===== config.mk =====
export PLATFORM = sky130hd
export DESIGN_NAME = level_sanitizer
export DESIGN_NICKNAME = d
export VERILOG_FILES = /design/src/rtl/lsan_pkg.sv /design/src/rtl/lsan_sync.sv /design/src/rtl/lsan_qualifier.sv /design/src/rtl/lsan_phase.sv /design/src/rtl/level_sanitizer.sv
export SDC_FILE = /design/constraint.sdc
export NUM_CORES = 1
export LEC_CHECK = 0
export ABC_AREA = 1
export ABC_CLOCK_PERIOD_IN_PS = 1600
export BUFFER_PORTS_ARGS = -buffer_cell sky130_fd_sc_hd__buf_2
export CAP_MARGIN = 5
export CELL_PAD_IN_SITES_DETAIL_PLACEMENT = 0
export CELL_PAD_IN_SITES_GLOBAL_PLACEMENT = 2
export CORE_AREA = 2 2 39 41
export DETAILED_ROUTE_END_ITERATION = 12
export DIE_AREA = 0 0 41 43
export PLACE_DENSITY_LB_ADDON = 0.1
export SYNTH_ARGS = -nofsm -noshare
export SYNTH_HDL_FRONTEND = slang
export SYNTH_SLANG_ARGS = --single-unit

===== constraint.sdc =====
create_clock -name clk -period 1.6 [get_ports clk]
set_input_delay 0.08 -clock clk [delete_from_list [all_inputs] [get_ports clk]]
set_output_delay 0.08 -clock clk [all_outputs]
set_load 0.02 [all_outputs]

===== src/rtl/lsan_pkg.sv =====
package lsan_pkg;
  // Next-state decision for the clean output
  typedef enum logic [1:0] {
    ACT_HOLD  = 2'd0,
    ACT_SET   = 2'd1,
    ACT_CLEAR = 2'd2
  } lsan_act_e;
endpackage


===== src/rtl/lsan_sync.sv =====
module lsan_sync #(
  parameter int STAGES = 2
) (
  input  logic clk,
  input  logic rst_n,
  input  logic d_async,
  output logic q_sync
);
  logic [STAGES-1:0] chain;

  always_ff @(posedge clk or negedge rst_n) begin
    if (!rst_n) chain[0] <= 1'b0;
    else        chain[0] <= d_async;
  end

  for (genvar i = 1; i < STAGES; i++) begin : g_stage
    always_ff @(posedge clk or negedge rst_n) begin
      if (!rst_n) chain[i] <= 1'b0;
      else        chain[i] <= chain[i-1];
    end
  end

  assign q_sync = chain[STAGES-1];
endmodule


===== src/rtl/lsan_qualifier.sv =====
module lsan_qualifier #(
  parameter int QUAL = 2
) (
  input  logic clk,
  input  logic rst_n,
  input  logic armed,
  input  logic match,
  output logic accept
);
  localparam int CNT_W = (QUAL > 1) ? $clog2(QUAL) : 1;
  localparam logic [CNT_W-1:0] LAST = CNT_W'(QUAL - 1);

  logic [CNT_W-1:0] run_cnt;

  // the current sample completes a run of QUAL matching samples
  assign accept = armed && match && (run_cnt == LAST);

  always_ff @(posedge clk or negedge rst_n) begin
    if (!rst_n)                      run_cnt <= '0;
    else if (!armed || !match || accept) run_cnt <= '0;
    else                             run_cnt <= run_cnt + 1'b1;
  end
endmodule


===== src/rtl/lsan_phase.sv =====
module lsan_phase
  import lsan_pkg::*;
(
  input  logic clk,
  input  logic rst_n,
  input  logic arm_req,
  input  logic one_phase,
  input  logic accept,
  output logic armed,
  output logic level
);
  lsan_act_e act;

  // armed only when the output differs from the requested phase and that
  // phase is one the mode actually waits for
  assign armed = (level != arm_req) && (arm_req || !one_phase);

  always_comb begin
    act = ACT_HOLD;
    if (one_phase && !arm_req && level) act = ACT_CLEAR;
    else if (accept)                    act = arm_req ? ACT_SET : ACT_CLEAR;
  end

  always_ff @(posedge clk or negedge rst_n) begin
    if (!rst_n) level <= 1'b0;
    else begin
      unique case (act)
        ACT_SET:   level <= 1'b1;
        ACT_CLEAR: level <= 1'b0;
        default:   level <= level;
      endcase
    end
  end
endmodule


===== src/rtl/level_sanitizer.sv =====
module level_sanitizer #(
  parameter int SYNC_STAGES = 2,
  parameter int QUAL_COUNT  = 2
) (
  input  logic clk,
  input  logic rst_n,
  input  logic arm_req,
  input  logic one_phase,
  input  logic cmp_raw,
  output logic clean_out
);
  logic raw_sync;
  logic armed;
  logic accept;
  logic level_match;

  lsan_sync #(.STAGES(SYNC_STAGES)) u_sync (
    .clk(clk), .rst_n(rst_n), .d_async(cmp_raw), .q_sync(raw_sync)
  );

  assign level_match = (raw_sync == arm_req);

  lsan_qualifier #(.QUAL(QUAL_COUNT)) u_qual (
    .clk(clk), .rst_n(rst_n), .armed(armed), .match(level_match), .accept(accept)
  );

  lsan_phase u_phase (
    .clk(clk), .rst_n(rst_n), .arm_req(arm_req), .one_phase(one_phase),
    .accept(accept), .armed(armed), .level(clean_out)
  );
endmodule


# Word-level counts from Yosys, hierarchy flattened
# Index checks and enable logic that the tools add are counted.
# Widths: inputs -> output; s select.
[totals]
register_bits = 4
input_bits = 5
output_inout_bits = 1
elab_cells = 27
[op_classes]
add_sub_neg = 1
n_eq_ne = 4
n_mux = 5
n_reduce_logical = 13
[ops]
columns = ["op", "count"]
rows = [
  ["$mux 2", 3],
  ["$logic_and 1x1->1", 5],
  ["$logic_not 1->1", 4],
  ["$logic_or 1x1->1", 3],
  ["$eq 2x1->1 const B", 1],
  ["$eq 2x2->1 const B", 1],
  ["$pmux 1 s2", 1],
  ["$reduce_bool 2->1", 1],
  ["$add 1x1->1 const B", 1],
  ["$eq 1x1->1", 1],
  ["$mux 1", 1],
  ["$ne 1x1->1", 1],
]

# Longest topological paths before layout
# Gate-level depths: netlist of the first run.
[logic_depth]
word_depth = 9
depth_mapped = 9
ltp_nobuf = 9

# Hierarchy
# Synthesis of the first run repeated with hierarchy kept, for this count alone.
[hier_totals]
hier_cells = 26
area_unflattened_um2 = 195.2
[by_module_without_submodules]
columns = ["module", "instances", "cells_per_inst", "area_per_inst_um2", "seq_area_each_um2"]
rows = [
  ["lsan_phase", 1, 14, 86.3, 25.0],
  ["lsan_sync", 1, 2, 50.0, 50.0],
  ["lsan_qualifier", 1, 5, 40.0, 25.0],
  ["level_sanitizer", 1, 5, 18.8, 0.0],
]

# Least setup slack after synthesis of the first run
# OpenSTA, ideal clock, no wires.
[synth_timing]
path_kind = "reg-to-reg"
from = "register u_phase.level"
to = "register u_phase.level"
setup_ns = 0.126
t_arrival_ns = 1.207
required_ns = 1.474
slack_ns = 0.267
stages_incl_launch_ff = 9
path_buffers = 0
period_less_slack_ns = 1.333
path_cell_list = "dfrtp_1 -> inv_2 -> nor2_2 -> nand2_1 -> nand2_1 -> nand3_1 -> ha_1 -> nand2_1 -> o21ai_0"
[synth_via]
elab_chain_cells = 8
elab_cells_between_ends = 11
classes_between = "3 x eq/ne; 3 x mux; 5 x reduce/logical"
[synth_lines]
columns = ["element", "line_no", "rtl"]
rows = [
  ["from (decl)", "lsan_phase.sv:10", "output logic level"],
  ["from (signal assigned)", "lsan_phase.sv:30", "default: level <= level;"],
  ["$ne 1x1->1", "lsan_phase.sv:16", "assign armed = (level != arm_req) && (arm_req || !one_phase);"],
  ["$logic_and 1x1->1", "lsan_phase.sv:16", ""],
  ["$logic_and 1x1->1 (2 in a row)", "lsan_qualifier.sv:16", "assign accept = armed && match && (run_cnt == LAST);"],
  ["$mux 2", "lsan_phase.sv:21", "else if (accept) act = arm_req ? ACT_SET : ACT_CLEAR;"],
  ["$mux 2 (*)", "lsan_phase.sv:20", "if (one_phase && !arm_req && level) act = ACT_CLEAR;"],
  ["$eq 2x2->1 / $eq 2x1->1 (equally long branches)", "lsan_phase.sv:27", "unique case (act)"],
  ["$pmux 1 s2 / $reduce_bool 2->1 (equally long branches)", "n/a", ""],
]
# Every way passes the cells marked *; elsewhere a longest branch is shown, timed or not.
# A chain may end at the register's enable or synchronous reset.

# Worst setup path in the final report of the first run
# Same ends and word-level chain as after synthesis.

==> impl_metrics.json, run 1 <==
{
  "crit_path_end": "u_phase.level",
  "cts_hold_buf": 2,
  "dpl-instance-area_um2": 220.2,
  "dr.pass1.iters": 2,
  "hold_viol_final": 0,
  "dieHeight_um": 43,
  "drv_slew": 0,
  "antenna_found_initial": 0,
  "via_per_inst": 3.578,
  "peakVddDrop_mv": 0.3043,
  "final_cell_area_um2": 262.8,
  "synth.top_cell.area_share_pct": 57.14,
  "crit_chain": "inv_2, nor2_2, nand2_1, nand2_1, nand3_1, nand2_1, ha_1, nand2_1, o21ai_0",
  "place_inst": 40,
  "cts_buffers": 3,
  "clock_latency_ns": 0.23,
  "startpoint": "u_phase.level",
  "die_width_um": 41,
  "critPathMaxFanout": 4,
  "nets": 37,
  "ff2ff_setup_slack_ns": 0.31,
  "ys_ff_latch": 4,
  "final-setup-viol-count": 0,
  "drive_gt1_share_pct": 34.48,
  "final_util_pct": 18.99,
  "ios": 6,
  "crit_arrival_ns": 1.40,
  "syn_area_per_cell_um2": 9.219,
  "cp.required_ns": 1.70,
  "run_status": "complete, no violations",
  "hold_path.class": "in -> reg",
  "power_mw": 0.3550,
  "critPathCaptureType": "flop",
  "cts_resized": 0,
  "cts.reportedPaths.clkPinSlew_ns": 0.03,
  "yosysTopAreaCell": "dfrtp_1",
  "cap_violations": 0,
  "holdWs_ns": 0.1570,
  "vias": 161,
  "tritoncts": "built",
  "cpMostUsedCell": "nand2_1",
  "core_mm2": 0.001384,
  "yosysUniqueCellTypes": 10,
  "final_cell_mix": "5 x buf_2, 4 x nand2_1, 4 x nand3_1, 4 x dfrtp_1, 3 x clkbuf_4",
  "grt_pass1_wl_um": 634,
  "drtIter0Drc": 7,
  "grt_setup_unrepaired": "no",
  "wire_per_inst_um": 7.467,
  "power_leakage_nw": 0.1333,
  "fin_crit_sh_pct": 80.94,
  "r2r-end": "u_phase.level",
  "syn_nets": 25,
  "fillers": 162,
  "seq_area_frac_synth_pct": 57.14,
  "layoutNonFillerInstCount": 45,
  "syn_inst": 19,
  "setup_tns_ns": 0,
  "synthTopCellsByArea": "dfrtp_1 57%, nand3_1 11%, nand2_1 8.6%",
  "path_class": "reg -> reg",
  "rows": 14,
  "r2r_cells": 9,
  "gr-total-overflow": 0,
  "crit_family": "flip-flops",
  "fin_crit_ns": 1.295,
  "port-buffer-count": 5,
  "final_common_cell": "buf_2",
  "drc": 0,
  "ant_nets": 0,
  "post_cts_buffers": 0,
  "netlist_area_um2": 175.2,
  "critPathLaunchType": "flop",
  "clock_sinks": 4,
  "grt_pass1_vias": 156,
  "grt_max_degree": 5,
  "place_ws_ns": 0.2891,
  "critical_path_depth": 9,
  "rr_startpoint": "u_phase.level",
  "wirelength_um": 336,
  "fin_worst_skew_ns": 0.0001253,
  "worst_slew_pin_slew_ns": 0.1417,
  "initial_core_util_pct": 12.66,
  "power.density_mw_per_mm2": 1351,
  "dpl.hpwl_um": 278.7,
  "ys_warn_count": 0,
  "cp_num_buf_inv": 1,
  "clock_tree.root_cell": "clkbuf_4",
  "clockBufferDepth": 2,
  "n_antenna_cell": 0,
  "relSlewSlack_pct": 90.45,
  "crit_slowest_cell": "dfrtp_1",
  "cts.htree.levels": 1,
  "critPathMaxStageDelay_ns": 0.41,
  "syn_to_final_growth_pct": 50.00,
  "fmax_ghz": 0.7722,
  "gp_congestion": 0.5284,
  "dieArea_mm2": 0.001763,
  "setup_ws_ns": 0.3050,
  "grt.total_usage_pct": 6.351
}
==> cell families after synthesis <==
| kind of cell | count (synthesis) | share of synthesized area (%) |
|---|---|---|
| adder cells (fa/ha/maj) | 1 | 7.142 |
| buffers and inverters | 2 | 4.282 |
| AND/OR/NAND/NOR | 10 | 25.71 |
| AO/OA/AOI/OAI | 2 | 5.709 |
| flip-flops | 4 | 57.15 |
==> per-layer routing <==
layer  up-vias  GRT usage [%]  part of all wire (%)
li1         85              -                     -
met1        70          6.189                    38
met2         6          7.187                    50
met3         0          4.712                    12
met4         0          8.000                     0
met5         -              0                     0
==> worst min path at each step <==
stage,endpoint,cells after the start,startpoint
after floorplan,u_phase.level,0,rst_n
after detailed placement,u_sync.chain[0],1,rst_n
after global placement,u_phase.level,1,rst_n
final,u_qual.run_cnt,4,one_phase
after CTS,u_qual.run_cnt,4,one_phase
after global routing,u_qual.run_cnt,4,one_phase
==> sequential cells by signal, indices dropped and copies added (netlist names) <==
| name | flops |
|---|---|
| u_phase.level | 1 |
| u_sync.chain | 1 |
| u_sync.q_sync | 1 |
| u_qual.run_cnt | 1 |
==> synthesized netlist by cell type <==
| cell | instances |
|---|---|
| nor2_2 | 1 |
| ha_1 | 1 |
| nand2_1 | 4 |
| dfrtp_1 | 4 |
| o21ai_0 | 1 |
| inv_1 | 1 |
| nand3_1 | 4 |
| inv_2 | 1 |
| nor2_1 | 1 |
| a21oi_1 | 1 |
==> final cells by class <==
type                       instances  area, um2  share of cell area (%)
clock buffer                       3      22.52                   8.571
tap                               16      20.02                   7.619
timing repair buffer               7      45.04                   17.14
inverter                           2      7.507                   2.857
sequential                         4      100.1                   38.10
multi-input combinational         13      67.56                   25.71
==> power breakdown <==
part	switching, mW	leakage (nW)	internal, mW
Clock	0.0357	0.0138	0.0835
Combinational	0.0557	0.0712	0.0363
Sequential	0.0205	0.0483	0.123
Total	0.112	0.133	0.243
==> tightest hold or removal path: cells and delay by family <==
kind | cells | cell delay, ns
AND/OR/NAND/NOR | 2 | 0.10
buffers and inverters | 1 | 0.10
AO/OA/AOI/OAI | 1 | 0.06
Note: power is estimated with default switching activity, not from simulation.
==> run 2, diff against run 1 <==
ABC_AREA = 0   (was 1)
ABC_CLOCK_PERIOD_IN_PS = 1200   (was 1600)
clock period = 1.2 ns   (was 1.6 ns; I/O delays follow)
==> run 2 against run 1 <==
  * The run now ends with setup timing left
  * Flip-flop and latch count did not move
  * Register-to-register slack lost 0.31 ns
  * Worst setup slack got worse by 0.31 ns
  * Maximum frequency up 7.2%
  * Synthesized cell count down 26%
  * Highest routed layer unchanged
==> impl_metrics.json, run 2 <==
{
  "via_per_inst": 3.429,
  "clock_latency_ns": 0.23,
  "crit_arrival_ns": 1.32,
  "crit_chain": "nand2b_4, a211oi_2, ha_1, mux2i_1",
  "crit_slowest_cell": "dfrtp_1",
  "power.share.switching_pct": 27.45,
  "core_mm2": 0.001384,
  "nets": 34,
  "p_int_mw": 0.3530,
  "hold_viol_final": 0,
  "syn_nets": 20,
  "pwr-share-seq_pct": 36.9,
  "path_class": "reg -> reg",
  "final-setup-viol-count": 1,
  "power.switching_mw": 0.1336,
  "ys_warn_count": 0,
  "die_width_um": 41,
  "ios": 6,
  "hold_path.class": "in -> reg",
  "power_mw": 0.4866,
  "drtIter0Drc": 0,
  "grt_setup_unrepaired": "yes",
  "synth.top_cells.by_count": "4 x dfrtp_1, 2 x inv_1",
  "critPathLaunchType": "flop",
  "fmax_ghz": 0.8282,
  "place_inst": 37,
  "n_antenna_cell": 0,
  "async_flop_share_pct": 100.0,
  "cap_violations": 0,
  "netlist_area_um2": 172.7,
  "setup_ws_ns": -0.007455,
  "wirelength_um": 318,
  "clock_sinks": 4,
  "synthTopCellsByArea": "dfrtp_1 58%, ha_1 7.2%, mux2i_1 5.8%",
  "setup_tns_ns": -0.007455,
  "final_cell_area_um2": 287.8,
  "grt_max_degree": 5,
  "drive_gt1_share_pct": 46.15,
  "cts.htree.levels": 1,
  "synth.top_cell.area_share_pct": 57.97,
  "cts_buffers": 3,
  "wire_per_inst_um": 7.571,
  "power_frac_comb_pct": 29.7,
  "antenna_found_initial": 0,
  "fin_worst_skew_ns": 0.0007533,
  "fin_crit_sh_pct": 100.6,
  "critPathCaptureType": "flop",
  "port-buffer-count": 5,
  "initial_core_util_pct": 12.48,
  "gp_congestion": 0.5448,
  "peakVddDrop_mv": 0.2986,
  "crit_family": "flip-flops",
  "critPathMaxStageDelay_ns": 0.39,
  "dieArea_mm2": 0.001763,
  "dpl.hpwl_um": 256.6,
  "grt.total_usage_pct": 5.157,
  "cp_num_buf_inv": 0,
  "dr.pass1.iters": 1,
  "clockBufferDepth": 2,
  "syn_area_per_cell_um2": 12.33,
  "seq_area_frac_synth_pct": 57.97,
  "yosysTopAreaCell": "dfrtp_1",
  "critPathMaxFanout": 4,
  "syn_to_final_growth_pct": 66.67,
  "power_leakage_nw": 0.1405,
  "violations": "setup timing",
  "final_cell_mix": "5 x buf_2, 4 x dfrtp_1, 3 x clkbuf_4",
  "gr-total-overflow": 0,
  "power.density_mw_per_mm2": 1691,
  "final_common_cell": "buf_2",
  "synth_edf_count": 0,
  "yosysUniqueCellTypes": 10,
  "clkPwrFrac_pct": 33.4,
  "vias": 144,
  "grt_pass1_wl_um": 538,
  "grt_pass1_vias": 164,
  "run_status": "complete, but fails checks",
  "syn_inst": 14,
  "ys_ff_latch": 4,
  "cts.reportedPaths.clkPinSlew_ns": 0.04,
  "drc": 0,
  "dpl-instance-area_um2": 245.2,
  "rows": 14,
  "layoutNonFillerInstCount": 42,
  "worst_slew_pin_slew_ns": 0.1622,
  "final_util_pct": 20.80,
  "clock_tree.root_cell": "clkbuf_4",
  "ant_nets": 0,
  "cp.required_ns": 1.31,
  "ys.flop_type": "dfrtp_1",
  "dieHeight_um": 43,
  "fin_crit_ns": 1.207,
  "relSlewSlack_pct": 89.19,
  "fillers": 158,
  "drv_slew": 0,
  "yosysMostFrequentCell": "dfrtp_1",
  "tritoncts": "built"
}
## run 2: changes by cell type in the layout (fill, tap and decap cells not counted), sizes merged, moves of 2 or more
cell and change:
nor2 -2, nand3 -4, nand2 -4, buf +2
## run 2: repair_timing
| item | CTS | global route |
|---|---|---|
| buffers inserted | 0 | 0 |
| hold buffers | 2 | 0 |
| pin swaps | 0 | 1 |
| gates resized for setup | 0 | 0 |
| setup endpoints to repair | 1 | 1 |
| endpoints found under the hold margin | 5 | 0 |
## run 2: through the flow
step | hold slack, ns | worst slack [ns]
final | 0.1222 | -0.007455
after detailed placement | -0.1345 | -0.02131
after CTS | 0.1238 | -0.02074
after global placement | -0.1331 | -0.03344
after floorplan | -0.2356 | 0.01186
after global routing | 0.1561 | -0.05385
## run 2: layer usage
| metal | part of all wire (%) | global-route usage, % | wire length [um] |
|---|---|---|---|
| met3 | 9.4 | 3.141 | 30 |
| met5 | 0 | 0 | 0 |
| met2 | 48 | 6.875 | 153 |
| met4 | 0 | 6.000 | 0 |
| met1 | 42 | 4.605 | 133 |
## run 2: worst reg2reg max path: stages (launching register included)
cell and delay, ns:
dfrtp_1 0.39, nand2b_4 0.15, a211oi_2 0.17, ha_1 0.26
mux2i_1 0.12
## run 2: logic make-up after synthesis
family | share of synthesized area [%]
DFF | 57.97
muxes | 5.797
adders and majority gates | 7.245
AOI/OAI and AO/OA | 7.245
buffers and inverters | 4.349
and+or+nand+nor | 17.40
## run 2: path summary, 6_finish.rpt
check,from,end,slack (ns),cells after the start
max,u_sync.q_sync,u_phase.level,-0.007,4
min,one_phase,u_qual.run_cnt,0.12,3
max in group asynchronous,rst_n,u_phase.level,0.92,2
min in group asynchronous,rst_n,u_qual.run_cnt,0.16,2
max reg2reg,u_sync.q_sync,u_phase.level,-0.007,4
min reg2reg,u_sync.chain[0],u_sync.q_sync,0.35,0
## run 2: area by class of cell
class                   count  area [um2]  area share [%]
flip-flops and latches      4       100.1           34.78
repair buffers              9       60.06           20.87
inverters                   2       7.507           2.609
multi-input cells           8       77.57           26.96
well taps                  16       20.02           6.957
clock buffers               3       22.52           7.826
## run 2: power by group through the flow
stage / registers (mW) / clock network, mW / logic, mW
after global routing: 0.183 / 0.172 / 0.162
after floorplan: 0.196 / 0 / 0.0530
after CTS: 0.181 / 0.171 / 0.148
after global placement: 0.184 / 0 / 0.143
final: 0.179 / 0.162 / 0.145
after detailed placement: 0.182 / 0 / 0.142
==> run 3, diff against run 2 <==
CELL_PAD_IN_SITES_DETAIL_PLACEMENT = 1   (was 0)
CELL_PAD_IN_SITES_GLOBAL_PLACEMENT = 1   (was 2)
CTS_CLUSTER_SIZE = 30   (was not set)
==> run 3 against run 2 <==
  * The run still ends with setup timing left
  * Combinational power shrank 24%
  * Total power shrank 7.1%
  * Count of clock-buffer cells in the layout is the same
  * Wire length grew 10%
  * Critical endpoint unchanged
  * Die area is the same
  * Largest power group unchanged
  * Flip-flop and latch count is the same
  * First-iteration DRC count grew 1
==> impl_metrics.json, run 3 (same netlist as run 2, synthesis figures left out) <==
{
  "grt.total_usage_pct": 5.539,
  "wire_per_inst_um": 8.537,
  "rows": 14,
  "clock_latency_ns": 0.23,
  "core_mm2": 0.001384,
  "critPathCaptureType": "flop",
  "r2r-end": "u_phase.level",
  "vias": 146,
  "setup_ws_ns": -0.02284,
  "grt_max_degree": 5,
  "n_antenna_cell": 0,
  "final_common_cell": "buf_2",
  "ant_nets": 0,
  "critPathLaunchType": "flop",
  "final-setup-viol-count": 1,
  "relSlewSlack_pct": 90.06,
  "clock_tree.root_cell": "clkbuf_4",
  "clockBufferDepth": 2,
  "place_ws_ns": -0.05263,
  "rr_startpoint": "u_sync.q_sync",
  "cts.reportedPaths.clkPinSlew_ns": 0.04,
  "drive_gt1_share_pct": 44.00,
  "via_per_inst": 3.561,
  "gp_congestion": 0.5154,
  "use_met2_pct": 6.875,
  "power.density_mw_per_mm2": 1613,
  "holdPathStages": 3,
  "cts_resized": 0,
  "setup_tns_ns": -0.02284,
  "worst_slew_pin_slew_ns": 0.1449,
  "nets": 33,
  "fmax_ghz": 0.8178,
  "power_leakage_nw": 0.1357,
  "final_cell_area_um2": 280.3,
  "use_met3_pct": 2.094,
  "dr.pass1.iters": 2,
  "hold_end": "u_qual.run_cnt",
  "grt_pass1_wl_um": 593,
  "wirelength_um": 350,
  "grt_setup_unrepaired": "yes",
  "r2r_cells": 4,
  "port-buffer-count": 5,
  "hold_viol_final": 0,
  "violations": "setup timing",
  "peakVddDrop_mv": 0.5715,
  "clock_sinks": 4,
  "ios": 6,
  "antenna_found_initial": 0,
  "cp.required_ns": 1.30,
  "critPathMaxFanout": 4,
  "path_class": "reg -> reg",
  "cap_violations": 0,
  "grt_busiest_layer": "met4",
  "dieHeight_um": 43,
  "layoutNonFillerInstCount": 41,
  "dieArea_mm2": 0.001763,
  "place_inst": 35,
  "cts_buffers": 3,
  "ff2ff_setup_slack_ns": -0.02,
  "die_width_um": 41,
  "cts.htree.levels": 1,
  "hold_path.class": "in -> reg",
  "initial_core_util_pct": 12.48,
  "drv_slew": 0,
  "run_status": "complete, but fails checks",
  "drtIter0Drc": 1,
  "tritoncts": "built",
  "min-delay-start": "one_phase",
  "crit_arrival_ns": 1.33,
  "drc": 0,
  "dpl-instance-area_um2": 230.2,
  "syn_to_final_growth_pct": 62.32,
  "grt_pass1_vias": 166,
  "fin_worst_skew_ns": 0.0001174,
  "grt_util_met1_pct": 5.519,
  "final_cell_mix": "5 x buf_2, 4 x dfrtp_1, 3 x clkbuf_4, 2 x inv_1, 2 x dlygate4sd3_1",
  "fin_crit_ns": 1.223,
  "fin_crit_sh_pct": 101.9,
  "gr-total-overflow": 0
}
-- run 3: changes by cell type in the layout (fill, tap and decap cells not counted) --
cell   previous run  this run
buf_4             2         1
-- run 3: how the worst max path moves through the flow --
stage	start	endpoint	slack (ns)
detailed placement	u_sync.q_sync	u_phase.level	-0.05
global placement	u_sync.q_sync	u_phase.level	-0.04
global route	u_sync.q_sync	u_phase.level	-0.11
CTS	u_sync.q_sync	u_phase.level	-0.05
floorplan	u_phase.level	u_phase.level	0.01
finish	u_sync.q_sync	u_phase.level	-0.02
-- run 3: cell type report --
type	count	area [um2]
clock buffer	3	22.52
fill	163	1104
inverter	2	7.507
multi-input combinational	8	77.57
sequential	4	100.1
tap	16	20.02
timing repair buffer	8	52.55
-- run 3: critical path: stages, from the launching register on --
cell	delay [ns]
dfrtp_1	0.39
nand2b_4	0.15
a211oi_2	0.17
ha_1	0.26
mux2i_1	0.13
-- run 3: what timing repair did --
action,CTS,global route
setup endpoints to repair,1,2
endpoints found under the hold margin,5,0
pin swaps,1,0
buffers inserted,1,0
hold buffers,2,0
-- run 3: power breakdown --
part / leakage (nW) / internal, mW / switching [mW]
Combinational: 0.0751 / 0.0521 / 0.0580
Clock: 0.0138 / 0.111 / 0.0489
Sequential: 0.0468 / 0.159 / 0.0224
Total: 0.136 / 0.323 / 0.129
-- run 3: per-layer routing --
| layer | up-vias | share of wire [%] |
|---|---|---|
| met4 | 0 | 0 |
| li1 | 73 | - |
| met1 | 68 | 39 |
| met3 | 0 | 10 |
| met2 | 5 | 50 |
| met5 | - | 0 |
-- run 3: metrics by stage --
step	power [mW]	hold WS (ns)	util (%)
after floorplan	0.2495	-0.2356	-
after global placement	0.2882	-0.1310	16.64
after detailed placement	0.2913	-0.1308	16.64
after CTS	0.4698	0.1151	20.25
after global routing	0.4836	0.1386	20.25
final	0.4521	0.1191	20.25
